--- src/rtl/rxc_pkg.sv ---
package rxc_pkg;
  localparam int NCOND = 3;
  localparam int C_FRM  = 0;
  localparam int C_BYTE = 1;
  localparam int C_DUR  = 2;
  typedef logic [NCOND-1:0] rxc_cond_t;
endpackage

--- src/rtl/rxc_tally.sv ---
module rxc_tally #(
  parameter int FRM_W  = 12,
  parameter int BYTE_W = 24,
  parameter int LEN_W  = 16
) (
  input  logic              clk,
  input  logic              rst_n,
  input  logic              enq_valid,
  input  logic [LEN_W-1:0]  enq_len,
  input  logic              deq_valid,
  input  logic [LEN_W-1:0]  deq_len,
  output logic [FRM_W-1:0]  frm_cnt,
  output logic [BYTE_W-1:0] byte_cnt,
  output logic              empty_next
);
  localparam int SUM_W = BYTE_W + 1;

  logic              deq_ok;
  logic [FRM_W-1:0]  frm_d;
  logic [SUM_W-1:0]  add_v, sub_v;
  logic [BYTE_W-1:0] byte_d;

  always_comb begin
    deq_ok     = deq_valid && (frm_cnt != '0);
    frm_d      = frm_cnt + FRM_W'(enq_valid) - FRM_W'(deq_ok);
    empty_next = (frm_d == '0);
    add_v      = SUM_W'(byte_cnt) + (enq_valid ? SUM_W'(enq_len) : '0);
    sub_v      = deq_ok ? SUM_W'(deq_len) : '0;
    if (empty_next || (sub_v >= add_v)) byte_d = '0;
    else                                 byte_d = BYTE_W'(add_v - sub_v);
  end

  always_ff @(posedge clk) begin
    if (!rst_n) begin
      frm_cnt  <= '0;
      byte_cnt <= '0;
    end else begin
      frm_cnt  <= frm_d;
      byte_cnt <= byte_d;
    end
  end
endmodule

--- src/rtl/rxc_dur_timer.sv ---
module rxc_dur_timer #(
  parameter int DUR_W = 16
) (
  input  logic             clk,
  input  logic             rst_n,
  input  logic             tick_us,
  input  logic             busy,
  input  logic             empty_next,
  output logic [DUR_W-1:0] dur_cnt
);
  always_ff @(posedge clk) begin
    if (!rst_n)                                       dur_cnt <= '0;
    else if (empty_next)                              dur_cnt <= '0;
    else if (tick_us && busy && (dur_cnt != '1))      dur_cnt <= dur_cnt + 1'b1;
  end
endmodule

--- src/rtl/rxc_irq_gen.sv ---
module rxc_irq_gen
  import rxc_pkg::*;
(
  input  logic      clk,
  input  logic      rst_n,
  input  rxc_cond_t cond,
  input  logic      every_frame,
  input  logic      irq_clr,
  output logic      rx_irq
);
  rxc_cond_t prev_q;
  rxc_cond_t rise;

  for (genvar i = 0; i < NCOND; i++) begin : g_edge
    always_ff @(posedge clk) begin
      if (!rst_n) prev_q[i] <= 1'b0;
      else        prev_q[i] <= cond[i];
    end
    assign rise[i] = cond[i] && !prev_q[i];
  end

  logic set_now;
  assign set_now = (|rise) || every_frame;

  always_ff @(posedge clk) begin
    if (!rst_n)       rx_irq <= 1'b0;
    else if (set_now) rx_irq <= 1'b1;
    else if (irq_clr) rx_irq <= 1'b0;
  end
endmodule

--- src/rtl/rx_coalesce.sv ---
module rx_coalesce
  import rxc_pkg::*;
#(
  parameter int FRM_W   = 12,
  parameter int BYTE_W  = 24,
  parameter int LEN_W   = 16,
  parameter int BTHR_W  = 16,
  parameter int DUR_W   = 16,
  parameter int DUR_MAX = 'hCFFF
) (
  input  logic              clk,
  input  logic              rst_n,
  input  logic              enq_valid,
  input  logic [LEN_W-1:0]  enq_len,
  input  logic              deq_valid,
  input  logic [LEN_W-1:0]  deq_len,
  input  logic              tick_us,
  input  logic              cfg_frm_en,
  input  logic              cfg_byte_en,
  input  logic              cfg_dur_en,
  input  logic [FRM_W-1:0]  cfg_frm_thr,
  input  logic [BTHR_W-1:0] cfg_byte_thr,
  input  logic [DUR_W-1:0]  cfg_dur_thr,
  input  logic              irq_clr,
  output logic              rx_irq,
  output logic              frm_flag,
  output logic              byte_flag,
  output logic              dur_flag
);
  localparam logic [DUR_W-1:0] DUR_CAP = DUR_W'(DUR_MAX);
  localparam int PAD_W = BYTE_W - BTHR_W;

  logic [FRM_W-1:0]  frm_cnt;
  logic [BYTE_W-1:0] byte_cnt;
  logic [DUR_W-1:0]  dur_cnt;
  logic              empty_next;
  logic [DUR_W-1:0]  dur_thr_eff;
  rxc_cond_t         cond;
  logic              every_frame;

  rxc_tally #(.FRM_W(FRM_W), .BYTE_W(BYTE_W), .LEN_W(LEN_W)) u_tally (
    .clk        (clk),
    .rst_n      (rst_n),
    .enq_valid  (enq_valid),
    .enq_len    (enq_len),
    .deq_valid  (deq_valid),
    .deq_len    (deq_len),
    .frm_cnt    (frm_cnt),
    .byte_cnt   (byte_cnt),
    .empty_next (empty_next)
  );

  rxc_dur_timer #(.DUR_W(DUR_W)) u_timer (
    .clk        (clk),
    .rst_n      (rst_n),
    .tick_us    (tick_us),
    .busy       (frm_cnt != '0),
    .empty_next (empty_next),
    .dur_cnt    (dur_cnt)
  );

  assign dur_thr_eff = (cfg_dur_thr > DUR_CAP) ? DUR_CAP : cfg_dur_thr;

  assign frm_flag  = cfg_frm_en  && (frm_cnt > cfg_frm_thr);
  assign byte_flag = cfg_byte_en && (byte_cnt > {{PAD_W{1'b0}}, cfg_byte_thr});
  assign dur_flag  = cfg_dur_en  && (dur_cnt > dur_thr_eff);

  always_comb begin
    cond         = '0;
    cond[C_FRM]  = frm_flag;
    cond[C_BYTE] = byte_flag;
    cond[C_DUR]  = dur_flag;
  end

  assign every_frame = enq_valid && !(cfg_frm_en || cfg_byte_en || cfg_dur_en);

  rxc_irq_gen u_irq (
    .clk         (clk),
    .rst_n       (rst_n),
    .cond        (cond),
    .every_frame (every_frame),
    .irq_clr     (irq_clr),
    .rx_irq      (rx_irq)
  );
endmodule

--- config.mk ---
export PLATFORM = sky130hd
export DESIGN_NAME = rx_coalesce
export DESIGN_NICKNAME = d
export VERILOG_FILES = /design/src/rtl/rxc_pkg.sv /design/src/rtl/rxc_tally.sv /design/src/rtl/rxc_dur_timer.sv /design/src/rtl/rxc_irq_gen.sv /design/src/rtl/rx_coalesce.sv
export SDC_FILE = /design/constraint.sdc
export NUM_CORES = 1
export LEC_CHECK = 0
export ABC_AREA = 1
export BUFFER_PORTS_ARGS = -buffer_cell sky130_fd_sc_hd__buf_2
export CAP_MARGIN = 40
export CELL_PAD_IN_SITES_DETAIL_PLACEMENT = 1
export CELL_PAD_IN_SITES_GLOBAL_PLACEMENT = 2
export CORE_MARGIN = 2
export CORE_UTILIZATION = 32
export DETAILED_ROUTE_END_ITERATION = 6
export PLACE_DENSITY = 0.82
export SLEW_MARGIN = 20
export SYNTH_ARGS = -nofsm -noshare
export SYNTH_HDL_FRONTEND = slang
export SYNTH_SLANG_ARGS = --single-unit
--- constraint.sdc ---
create_clock -name clk -period 3.8 [get_ports clk]
set_input_delay 0.19 -clock clk [delete_from_list [all_inputs] [get_ports clk]]
set_output_delay 0.19 -clock clk [all_outputs]
set_load 0.02 [all_outputs]
==> run summary <==
The run finished with clean final reports. Cell family contributing the most delay on the critical path: simple AND/OR/NAND/NOR gates. The run gives 0.004793 uW as the total leakage power.

Setup repair after global routing left no endpoint under its margin. Entering global routing, the biggest net connects 19 pins. The net count reported at finish came out at 1464. The count of standard-cell rows was 54; the number of buffers created by CTS was 5.

For this design, the sink count on the clock tree is 56. After detailed routing, the number of remaining DRC violations is 0. Worst stage delay on the critical path: 0.39 ns. Following the worst setup path forward leads to its endpoint at u_tally.byte_cnt[7]. Max-slew violation count: 0. The finished layout holds 1548 standard cells, fillers aside.

The fraction of registers with async set/reset was 0. The count of endpoints failing hold in the final timing report is 0, and the data arrival time of the worst path is 3.72 ns. Number of buffer cells added on primary ports: 88. Including well taps, the total number of placed cells is 1537.

The first global-routing pass estimated 36260 um of wire. The setup slack of the worst register-to-register path came out at 0.26 ns. At the end of routability-driven placement, the weighted congestion stood at 0.9319.

The detailed-routing iteration count for the pre-antenna-repair pass came out at 4. Synthesis produced a netlist with a net count of 1344. The most used flip-flop cell after synthesis is dfxtp_1. The critical path starts at u_tally.byte_cnt[0].

The number of global-route vias before repair came out at 7527. The number of different library cells used by synthesis comes to 48. The logs give 2 for the maximum number of buffers from clock root to sink and 89 for the number of I/O pins. The worst setup path is launched from a flip-flop. The final setup skew came out at 0.01216 ns. The critical path class was flip-flop to flip-flop. The overall via count from detail_route was 7233; the vertical die dimension was 153.3 um. For this design the ratio of total power to cell area is 718.3 nW/um2.

The sum of overflow across all layers after global routing is 0. The synthesized area per cell is 6.221 um2. Synthesis produced 1146 cells. The completed layout was analyzed and its total power is 5988 uW. The H-tree depth reported by CTS is 2, and the number of max-cap violations is 0. The number of DRC violations after detailed-routing iteration 0 was 169; the core utilization of the finished layout was 0.3820. Subtracting the final worst setup slack from the clock period gives 3.536 ns. The critical-path cell with the highest stage delay was fa_1. After layout, the worst setup slack is 0.2639 ns.

The wire length per cell after detailed routing is 14.23 um. The area of the core was 21820 um2. The worst-case IR drop observed on VDD is 295.0 uV. The largest fanout on the critical path was 17.

The run gives 0.1572 as the register area share after synthesis. The tools report the worst hold slack as 0.1326 ns. The worst slew slack as a fraction of its limit is 0.5033, and the global router's overall resource usage is 0.1894. Critical path endpoint category: a flip-flop. For the pin with the worst max-slew slack, the measured transition is 0.7450 ns. The die covers 23490 um2. The count of nets left with antenna violations once routing finished came out at 0. The logs give 19550 um for the detailed-placement wirelength estimate and 3.99 ns for the worst endpoint required time. The share of final-layout standard cells stronger than drive strength 1 works out to 0.1697. The combined area of all synthesized cells came out at 7129 um2.

Compared with the post-synthesis result, the final layout area differs by 16.92%. Setup slack after placement: -0.02451 ns. Cell at the root of the clock tree: clkbuf_16.

The final layout contains routed wiring with a total length of 22030 um. The cell that appears most often on the critical path is nand2_1. From left edge to right edge, the die measures 153.3 um. Beginning of the worst register-to-register path: u_tally.byte_cnt[0].

The depth of the worst register-to-register path works out to 22. Clock latency on the worst-skew pair, taken at its later pin, is 0.31 ns. Count of buffer and inverter cells on the critical path: 3. The endpoint identified for the worst register-to-register timing path is u_tally.byte_cnt[7]. Number of antenna violations at the first check in global routing: 2. Initial core utilization: 0.3267.

Walking the worst path, the cells encountered are ha_1 > fa_1 > nand2_1 > nand2_1 > nand2_1 > o21ai_4 > a31o_2 > xor2_1 > inv_1 > ha_2 > nand2_1 > inv_1 > nand2_1 > nor2_1 > nand3_1 > a21oi_1 > nand3_1 > nor2_1 > nand2_2 > nand3_4 > buf_12 > nor2_2. TritonCTS built the clock tree. The critical path runs through a total of 22 cells. The run gives 0 as the final setup violation count. For this run, the number of Yosys warnings is 0. The mean number of vias per cell is 4.672.

In this run the worst hold path is classified as input pin to flip-flop. The count of state elements after synthesis is 56. Based on the critical path, the design can be clocked at up to 0.2828 GHz. The share of the cycle needed by the critical path after routing came out at 0.9305. Counting flops with a built-in enable in the synthesized netlist gives 0. Clock-pin slew was measured on the worst setup and hold paths at 0.08 ns.
cells in the final DEF (no fill, tap or decap), types with 2 or more instances in the layout:
master,instances
nand4_1,26
xor2_1,30
nor2_2,33
a31oi_1,2
nand3_1,50
nor2_1,104
o211ai_1,5
nand2_1,280
o21ai_0,20
inv_2,5
nor4_1,6
fa_1,3
a21oi_2,4
nand3_2,3
and3_1,2
dfxtp_1,55
buf_2,87
inv_1,242
nor2_4,3
o21ai_1,4
nand3b_1,2
buf_4,34
a31o_2,2
or2_2,5
xnor2_1,14
a21oi_1,61
a21boi_1,2
nand2_2,20
a21o_1,6
o21a_1,5
o21bai_1,3
clkbuf_16,5
ha_1,109
nor3_1,12
area by class of cell:
cell class              count  area, um2
clock buffers               5      125.1
clock inverters             3      42.54
multi-input cells         832       5041
repair buffers            123      718.2
flip-flops and latches     56       1122
well taps                 280      350.3
fillers                  3006      13490
diodes                      1      2.502
inverters                 248      933.4
stage by stage:
step,cell area [um2],setup TNS [ns]
after floorplan,7129,0
after global placement,8104,0
after detailed placement,8104,-0.07791
after CTS,8272,0
after global routing,8333,0
final,8335,0
cell usage after synthesis (6+ instances only):
library cell  count  area [um2]
nand2_1         280        1051
inv_1           242       908.4
dfxtp_1          56        1121
o21ai_0          20       100.1
nor2_1          108       405.4
nand4_1          26       162.7
a21oi_1          63       315.3
nor2_2           30       187.7
xnor2_1          14       122.6
nor3_1           12       60.06
ha_1            110        1376
nor4_1            6       37.54
nand3_1          50       250.2
inv_2             6       22.52
xor2_1           31       271.5
nand2_2          20       125.1
a21o_1            6       45.04
state kept, by name (all words and copies together), names as in the netlist:
signal	count
u_irq.rx_irq	1
u_timer.dur_cnt	16
u_irq.prev_q	3
u_tally.frm_cnt	12
u_tally.byte_cnt	24
metal layers:
layer  part of all wire  GRT usage
met5            0.00050          0
met4              0.015    0.03748
met3              0.026    0.01956
met2               0.49     0.3486
met1               0.47     0.2387
worst reg2reg max path: cells and delay by family, from the launching register on:
kind / cells / cell delay [ns]
flops: 1 / 0.33
fa+ha+maj: 3 / 1.00
buf+inv: 3 / 0.35
simple gates: 12 / 1.13
xor+xnor: 1 / 0.21
compound gates: 3 / 0.43
worst min-delay path by stage:
| stage | cells after the start | endpoint | start |
|---|---|---|---|
| 2_1_floorplan | 2 | u_tally.frm_cnt[0] | rst_n |
| 3_5_place_dp | 3 | u_tally.frm_cnt[0] | rst_n |
| 6_report | 3 | u_tally.frm_cnt[0] | rst_n |
| 4_1_cts | 3 | u_tally.frm_cnt[0] | rst_n |
| 5_1_grt | 3 | u_tally.frm_cnt[0] | rst_n |
| 3_3_place_gp | 3 | u_tally.frm_cnt[0] | rst_n |
timing repair:
action | CTS | global route
endpoints found under the setup margin | 0 | 38
hold buffers | 0 | 0
gates resized for setup | 0 | 13
setup buffers | 0 | 1
kinds of logic (layout without fill, tap and decap cells):
family	Yosys count	count (layout)	synth area share
xor+xnor	45	45	0.05528
fa+ha+maj	113	113	0.2015
buf+inv	258	379	0.1413
flops	56	56	0.1572
compound gates	122	122	0.1000
other cells	0	1	0
simple gates	552	552	0.3447
power breakdown:
part           internal [uW]  total (uW)  switching, uW
sequential               767         943            175
combinational           1750        4500           2750
clock                    311         547            236
total                   2830        5990           3160
Note: power is estimated with default switching activity, not from simulation.
